File: config.mk
export PLATFORM = sky130hd
export DESIGN_NAME = fwdhaz_unit
export DESIGN_NICKNAME = d
export VERILOG_FILES = /design/src/rtl/fwdhaz_pkg.sv /design/src/rtl/fwd_src_sel.sv /design/src/rtl/load_use_detect.sv /design/src/rtl/store_data_sel.sv /design/src/rtl/fwdhaz_unit.sv
export SDC_FILE = /design/constraint.sdc
export NUM_CORES = 1
export LEC_CHECK = 0
export ABC_CLOCK_PERIOD_IN_PS = 1470
export CORE_MARGIN = 3
export CORE_UTILIZATION = 27
export DETAILED_ROUTE_END_ITERATION = 16
export PLACE_DENSITY = 0.76
export SLEW_MARGIN = 20
export SYNTH_ARGS = -nofsm -noshare
export SYNTH_HDL_FRONTEND = slang
export SYNTH_SLANG_ARGS = --single-unit
File: constraint.sdc
create_clock -name vclk -period 1.47
set_input_delay 0.294 -clock vclk [all_inputs]
set_output_delay 0.294 -clock vclk [all_outputs]
set_load 0.005 [all_outputs]
File: src/rtl/fwdhaz_pkg.sv
package fwdhaz_pkg;
    typedef enum logic [1:0] {
        FWD_RF    = 2'b00,
        FWD_EXMEM = 2'b01,
        FWD_MEMWB = 2'b10
    } fwd_src_e;
endpackage

File: src/rtl/fwd_src_sel.sv
module fwd_src_sel
    import fwdhaz_pkg::*;
#(
    parameter int REG_AW = 5
) (
    input  logic [REG_AW-1:0] src,
    input  logic [REG_AW-1:0] exmem_rd,
    input  logic              exmem_wen,
    input  logic              exmem_is_load,
    input  logic [REG_AW-1:0] memwb_rd,
    input  logic              memwb_wen,
    output fwd_src_e          sel
);
    logic src_live;
    logic young_hit;
    logic old_hit;

    assign src_live  = (src != '0);
    assign young_hit = src_live && exmem_wen && !exmem_is_load && (exmem_rd == src);
    assign old_hit   = src_live && memwb_wen && (memwb_rd == src);

    always_comb begin
        unique case ({young_hit, old_hit})
            2'b10, 2'b11: sel = FWD_EXMEM;
            2'b01:        sel = FWD_MEMWB;
            default:      sel = FWD_RF;
        endcase
    end
endmodule

File: src/rtl/load_use_detect.sv
module load_use_detect #(
    parameter int REG_AW = 5
) (
    input  logic [REG_AW-1:0] id_rs,
    input  logic [REG_AW-1:0] id_rt,
    input  logic              id_is_store,
    input  logic [REG_AW-1:0] idex_rd,
    input  logic              idex_wen,
    input  logic              idex_is_load,
    output logic              stall
);
    logic load_live;
    logic rs_hit;
    logic rt_hit;

    assign load_live = idex_is_load && idex_wen && (idex_rd != '0);
    assign rs_hit    = (id_rs == idex_rd);
    // a store's second source is write data, bypassed later in the memory stage
    assign rt_hit    = (id_rt == idex_rd) && !id_is_store;
    assign stall     = load_live && (rs_hit || rt_hit);
endmodule

File: src/rtl/store_data_sel.sv
module store_data_sel #(
    parameter int REG_AW = 5
) (
    input  logic              exmem_is_store,
    input  logic [REG_AW-1:0] exmem_st_src,
    input  logic [REG_AW-1:0] memwb_rd,
    input  logic              memwb_wen,
    output logic              sel
);
    assign sel = exmem_is_store && memwb_wen && (memwb_rd != '0)
                 && (memwb_rd == exmem_st_src);
endmodule

File: src/rtl/fwdhaz_unit.sv
module fwdhaz_unit
    import fwdhaz_pkg::*;
#(
    parameter int REG_AW = 5
) (
    input  logic [REG_AW-1:0] ex_rs,
    input  logic [REG_AW-1:0] ex_rt,
    input  logic [REG_AW-1:0] id_rs,
    input  logic [REG_AW-1:0] id_rt,
    input  logic              id_is_store,
    input  logic [REG_AW-1:0] idex_rd,
    input  logic              idex_wen,
    input  logic              idex_is_load,
    input  logic [REG_AW-1:0] exmem_rd,
    input  logic              exmem_wen,
    input  logic              exmem_is_load,
    input  logic              exmem_is_store,
    input  logic [REG_AW-1:0] exmem_st_src,
    input  logic [REG_AW-1:0] memwb_rd,
    input  logic              memwb_wen,
    output logic [1:0]        fwd_a_sel,
    output logic [1:0]        fwd_b_sel,
    output logic              st_data_sel,
    output logic              pc_hold,
    output logic              ifid_hold,
    output logic              idex_bubble
);
    localparam int NUM_OPS = 2;

    logic [REG_AW-1:0] op_src [NUM_OPS];
    fwd_src_e          op_sel [NUM_OPS];
    logic              stall;

    assign op_src[0] = ex_rs;
    assign op_src[1] = ex_rt;

    for (genvar g = 0; g < NUM_OPS; g++) begin : g_op
        fwd_src_sel #(.REG_AW(REG_AW)) u_sel (
            .src           (op_src[g]),
            .exmem_rd      (exmem_rd),
            .exmem_wen     (exmem_wen),
            .exmem_is_load (exmem_is_load),
            .memwb_rd      (memwb_rd),
            .memwb_wen     (memwb_wen),
            .sel           (op_sel[g])
        );
    end

    assign fwd_a_sel = op_sel[0];
    assign fwd_b_sel = op_sel[1];

    load_use_detect #(.REG_AW(REG_AW)) u_lud (
        .id_rs        (id_rs),
        .id_rt        (id_rt),
        .id_is_store  (id_is_store),
        .idex_rd      (idex_rd),
        .idex_wen     (idex_wen),
        .idex_is_load (idex_is_load),
        .stall        (stall)
    );

    store_data_sel #(.REG_AW(REG_AW)) u_sds (
        .exmem_is_store (exmem_is_store),
        .exmem_st_src   (exmem_st_src),
        .memwb_rd       (memwb_rd),
        .memwb_wen      (memwb_wen),
        .sel            (st_data_sel)
    );

    assign pc_hold     = stall;
    assign ifid_hold   = stall;
    assign idex_bubble = stall;
endmodule

== Word-level counts from Yosys, hierarchy flattened ==
Index checks and enable logic that the tools add are counted.

* Flip-flop bits (word level): 0
* Input bits: 47
* Output and inout bits: 8
* Logic and storage cells: 41

* Equality and inequality tests: 13
* Muxes and demuxes: 2
* Reductions and logical operators: 26

{| class="wikitable"
|+ Operators by type and width
! kind !! count
|-
| 5-bit == test || 7
|-
| 5-bit nonzero test || 4
|-
| 1-bit logical AND || 17
|-
| 2-bit == test (second input constant) || 4
|-
| 2-bit one-hot mux with 2 select lines || 2
|-
| 2-bit by 1-bit == test with 1-bit output (second input constant) || 2
|-
| 2-bit OR reduction || 2
|-
| 1-bit zero test || 2
|-
| 1-bit logical OR || 1
|}

== Depth between registers and ports, before layout ==
* Depth in word-level cells: 7
* Depth in mapped cells: 5
* Depth with buffers taken out: 4

== Hierarchy ==
A second synthesis with hierarchy kept.

* Cells, all modules: 65
* Area total of the unflattened synthesis: 516.7 um2

{| class="wikitable"
|+ By module, submodules not included
! module !! instances !! cells each !! area an instance (um2) !! sequential area each (um2)
|-
| fwd_src_sel || 2 || 18 || 147.6 || 0.0
|-
| load_use_detect || 1 || 17 || 130.1 || 0.0
|-
| store_data_sel || 1 || 10 || 76.3 || 0.0
|-
| fwdhaz_unit || 1 || 2 || 15.0 || 0.0
|}

== Worst setup path before layout ==
OpenSTA, ideal clock, no wires.

* Path type: input to output
* Start: in ex_rs[0]
* End: out fwd_a_sel[1]
* Arrival: 1.268 ns
* Data required time: 1.176 ns
* Slack: -0.092 ns
* Stages: 4
* Buffers on the path: 0
* Cells stage by stage: or4_4 -> nor2_4 -> nor4_2 -> nor4_2

* Cells in the longest elaborated chain, start to end: 7
* Elaborated cells between the ends (all ways): 13
* Those cells by class: 5 x eq/ne; 1 x mux; 7 x reduce/logical

{| class="wikitable"
|+ RTL lines
! item !! line !! RTL
|-
| start, declared || fwdhaz_unit.sv:6 || <nowiki>input logic [REG_AW-1:0] ex_rs,</nowiki>
|-
| 5-bit nonzero test || fwd_src_sel.sv:18 || <nowiki>assign src_live = (src != '0);</nowiki>
|-
| 1-bit logical AND (3 in series) || fwd_src_sel.sv:19 || <nowiki>assign young_hit = src_live && exmem_wen && !exmem_is_load && (exmem_rd == src);</nowiki>
|-
| 2-bit == test || fwd_src_sel.sv:23 || <nowiki>unique case ({young_hit, old_hit})</nowiki>
|-
| 2-bit OR reduction || fwd_src_sel.sv:23 ||
|-
| 2-bit one-hot mux with 2 select lines * || fwd_src_sel.sv:23 ||
|-
| end, declared || fwdhaz_unit.sv:21 || <nowiki>output logic [1:0] fwd_a_sel,</nowiki>
|}

Every way passes the cells marked *; elsewhere a longest branch is shown, timed or not.

== Worst setup path after layout ==
* Start: in ex_rs[3]
* End: out fwd_a_sel[1]

The elaborated chain is that of the path after synthesis.

==> flow_summary.ini <==
[routing]
wl_um = 2420
routed_via_density = 4.70
detail_route.wl_per_cell_um = 14.4
detail-route-antenna-nets = 0
vias = 790
detail_route.iter0.violations = 2
drc = 0
drt-pass1-iter-count = 2

[logic_synthesis]
syn_area_per_cell_um2 = 7.88
post_synth_most_frequent_cells = sky130_fd_sc_hd__xnor2_1, sky130_fd_sc_hd__xor2_1, sky130_fd_sc_hd__nand2_1, sky130_fd_sc_hd__nand4_1
most_repeated_cell_in_the_gate_level_netlist_after_synthesis = sky130_fd_sc_hd__xnor2_1
netlist.top_cell.by_area = sky130_fd_sc_hd__xnor2_1
synth_seq_area_share_pct = 0
yosysTopAreaCellShare_pct = 44.8
yosysUniqueCellTypes = 22
synth.yosys.warnings = 0
net_count_synth = 114
synth.area.top_cells = sky130_fd_sc_hd__xnor2_1, sky130_fd_sc_hd__xor2_1, sky130_fd_sc_hd__nor4_2
netlist_area_um2 = 528
synthCells = 67

[sta]
remaining_max_slew_budget_at_the_tightest_pin_pct = 84.0
timing_max_transition_violations_final = 0
final.period_utilization_pct = 115
worst_slack_ns = -0.222
setup_viol_count_final = 7
setup_repair_after_global_routing_missed_its_margin = yes
hold_violations = 0
fin_crit_ns = 1.69
clock.fmax_mhz = 591
worst_pin_slew_ns = 0.238

[floorplan]
fp.dieW_um = 50.2
io_pins = 55
die-area_mm2 = 0.00252
core_area_mm2 = 0.00178
starting_density_of_the_core_pct = 29.6
rows = 15
fp.dieH_um = 50.2

[power]
power_frac_clock_pct = 0
p_comb_share_pct = 100.0
power_frac_seq_pct = 0
power_density_mw_per_mm2 = 264
cell_internal_pwr_uw = 218
fin_total_pwr_uw = 360
swShare_pct = 39.4
switching_power_uw = 142
ir_drop_v = 0.000165
p_leak_uw = 0.000616

[setup_path]
worstPathBufferInverterCount = 2
endpoint_kind = output port
ordered_list_of_cells_on_the_worst_path = buf_2 -> or4_4 -> nor2_4 -> nor4_4 -> nor4_2 -> buf_2
critical-path-max-stage-delay_ns = 0.53
cp.arrival_ns = 1.40
cp.required_ns = 1.18
crit_path_max_fanout = 2
setup.worst_path.start_class = input pin
worst_path_dominant_cell_family = simple AND/OR/NAND/NOR gates
critPathKind = in2out
timing.critical_path.mode_cell = sky130_fd_sc_hd__buf_2
worst_path_max_delay_cell = sky130_fd_sc_hd__or4_4

[finish]
share_of_post_route_cells_with_drive_strength_above_1_pct = 60.8
stdcell_count = 168
nFlopsAndLatches = 0
layout_stage_area_growth_over_the_synthesis_result_pct = 158
n_antenna_cell = 0
clkbuf_count = 0
ff_latch_area_um2 = 0
fin_nets = 192

[grt]
grt_overflow_total = 0
grt_antenna_before_repair = 0
vias_in_the_first_global_route = 830
track_usage_pct = 18.2
grt_first_pass_wirelength_um = 3660
grt_max_degree = 5

[run_status]
run_status = finished, violations left
violations = setup timing

[placed_design]
io_buffer_count = 55
dp_cells = 167
gp_congestion = 0.752
hpwlAfterDp_um = 1850
pre_cts_slack_ns = -0.958

[hold_path]
min-delay-path-class = in2out

[clocking]
ctsHoldBuffers = 0

[run]
maxCapViolations = 0
cells by family after synthesis:
group                     count (synthesis)  synth area share (%)
AOI/OAI and AO/OA                         6                  8.53
xor gates and xnor gates                 32                  53.1
buffers and inverters                     5                  4.98
and+or+nand+nor                          24                  33.4
final timing paths:
| kind | startpoint | end | slack [ns] | depth (start not counted) |
|---|---|---|---|---|
| worst max-delay path | ex_rs[3] | fwd_a_sel[1] | -0.22 | 6 |
| worst min-delay path | exmem_rd[4] | fwd_b_sel[0] | 1.03 | 5 |
power by group through the flow:
| stage | combinational, µW | sequential [µW] | clock [µW] |
|---|---|---|---|
| 2_1_floorplan | 105 | 0 | 0 |
| 4_1_cts | 336 | 0 | 0 |
| 3_5_place_dp | 325 | 0 | 0 |
| 3_3_place_gp | 319 | 0 | 0 |
| 5_1_grt | 383 | 0 | 0 |
| 6_report | 360 | 0 | 0 |
metal layers:
layer / track usage (%) / up-vias / routed length [µm]
li1: - / 389 / -
met1: 20.3 / 359 / 994
met2: 37.2 / 42 / 1240
met3: 2.97 / 0 / 188
met4: 0 / 0 / 0
met5: 0 / - / 0
final cells by class:
type	count	area [µm²]
Multi-Input combinational cell	62	662
Fill cell	127	419
Tap cell	25	31.3
Timing Repair Buffer	78	659
Inverter	3	11.3
placed cells by master (no fill, tap or decap), types with 3 or more instances in the layout:
cell,count
sky130_fd_sc_hd__xnor2_2,9
sky130_fd_sc_hd__xnor2_1,18
sky130_fd_sc_hd__buf_2,13
sky130_fd_sc_hd__clkbuf_2,7
sky130_fd_sc_hd__buf_6,18
sky130_fd_sc_hd__nand4_1,4
sky130_fd_sc_hd__nand2_1,4
sky130_fd_sc_hd__buf_4,17
sky130_fd_sc_hd__or4_4,3
sky130_fd_sc_hd__dlygate4sd2_1,14
sky130_fd_sc_hd__xor2_1,3
tightest hold or removal path: stages:
cell and delay [ns]:
sky130_fd_sc_hd__clkbuf_2 0.12, sky130_fd_sc_hd__xnor2_1 0.08, sky130_fd_sc_hd__nand4_1 0.08, sky130_fd_sc_hd__nor3_2 0.05, sky130_fd_sc_hd__buf_2 0.12
metrics by stage:
stage	util (%)	hold WS (ns)	setup TNS, ns	area (µm²)
3_3_place_gp	70.9	1.55	-6.98	1260
2_1_floorplan	-	0.682	-0.0239	532
4_1_cts	73.5	1.07	-1.43	1310
6_report	76.5	1.03	-1.09	1360
5_1_grt	76.5	1.06	-1.45	1360
3_5_place_dp	70.9	1.56	-7.18	1260
repair_timing:
item | CTS | global route
pin swaps | 30 | 23
resized for setup | 171 | 33
setup endpoints to repair | 8 | 8
setup buffers | 0 | 1
Note: power is estimated with default switching activity, not from simulation.
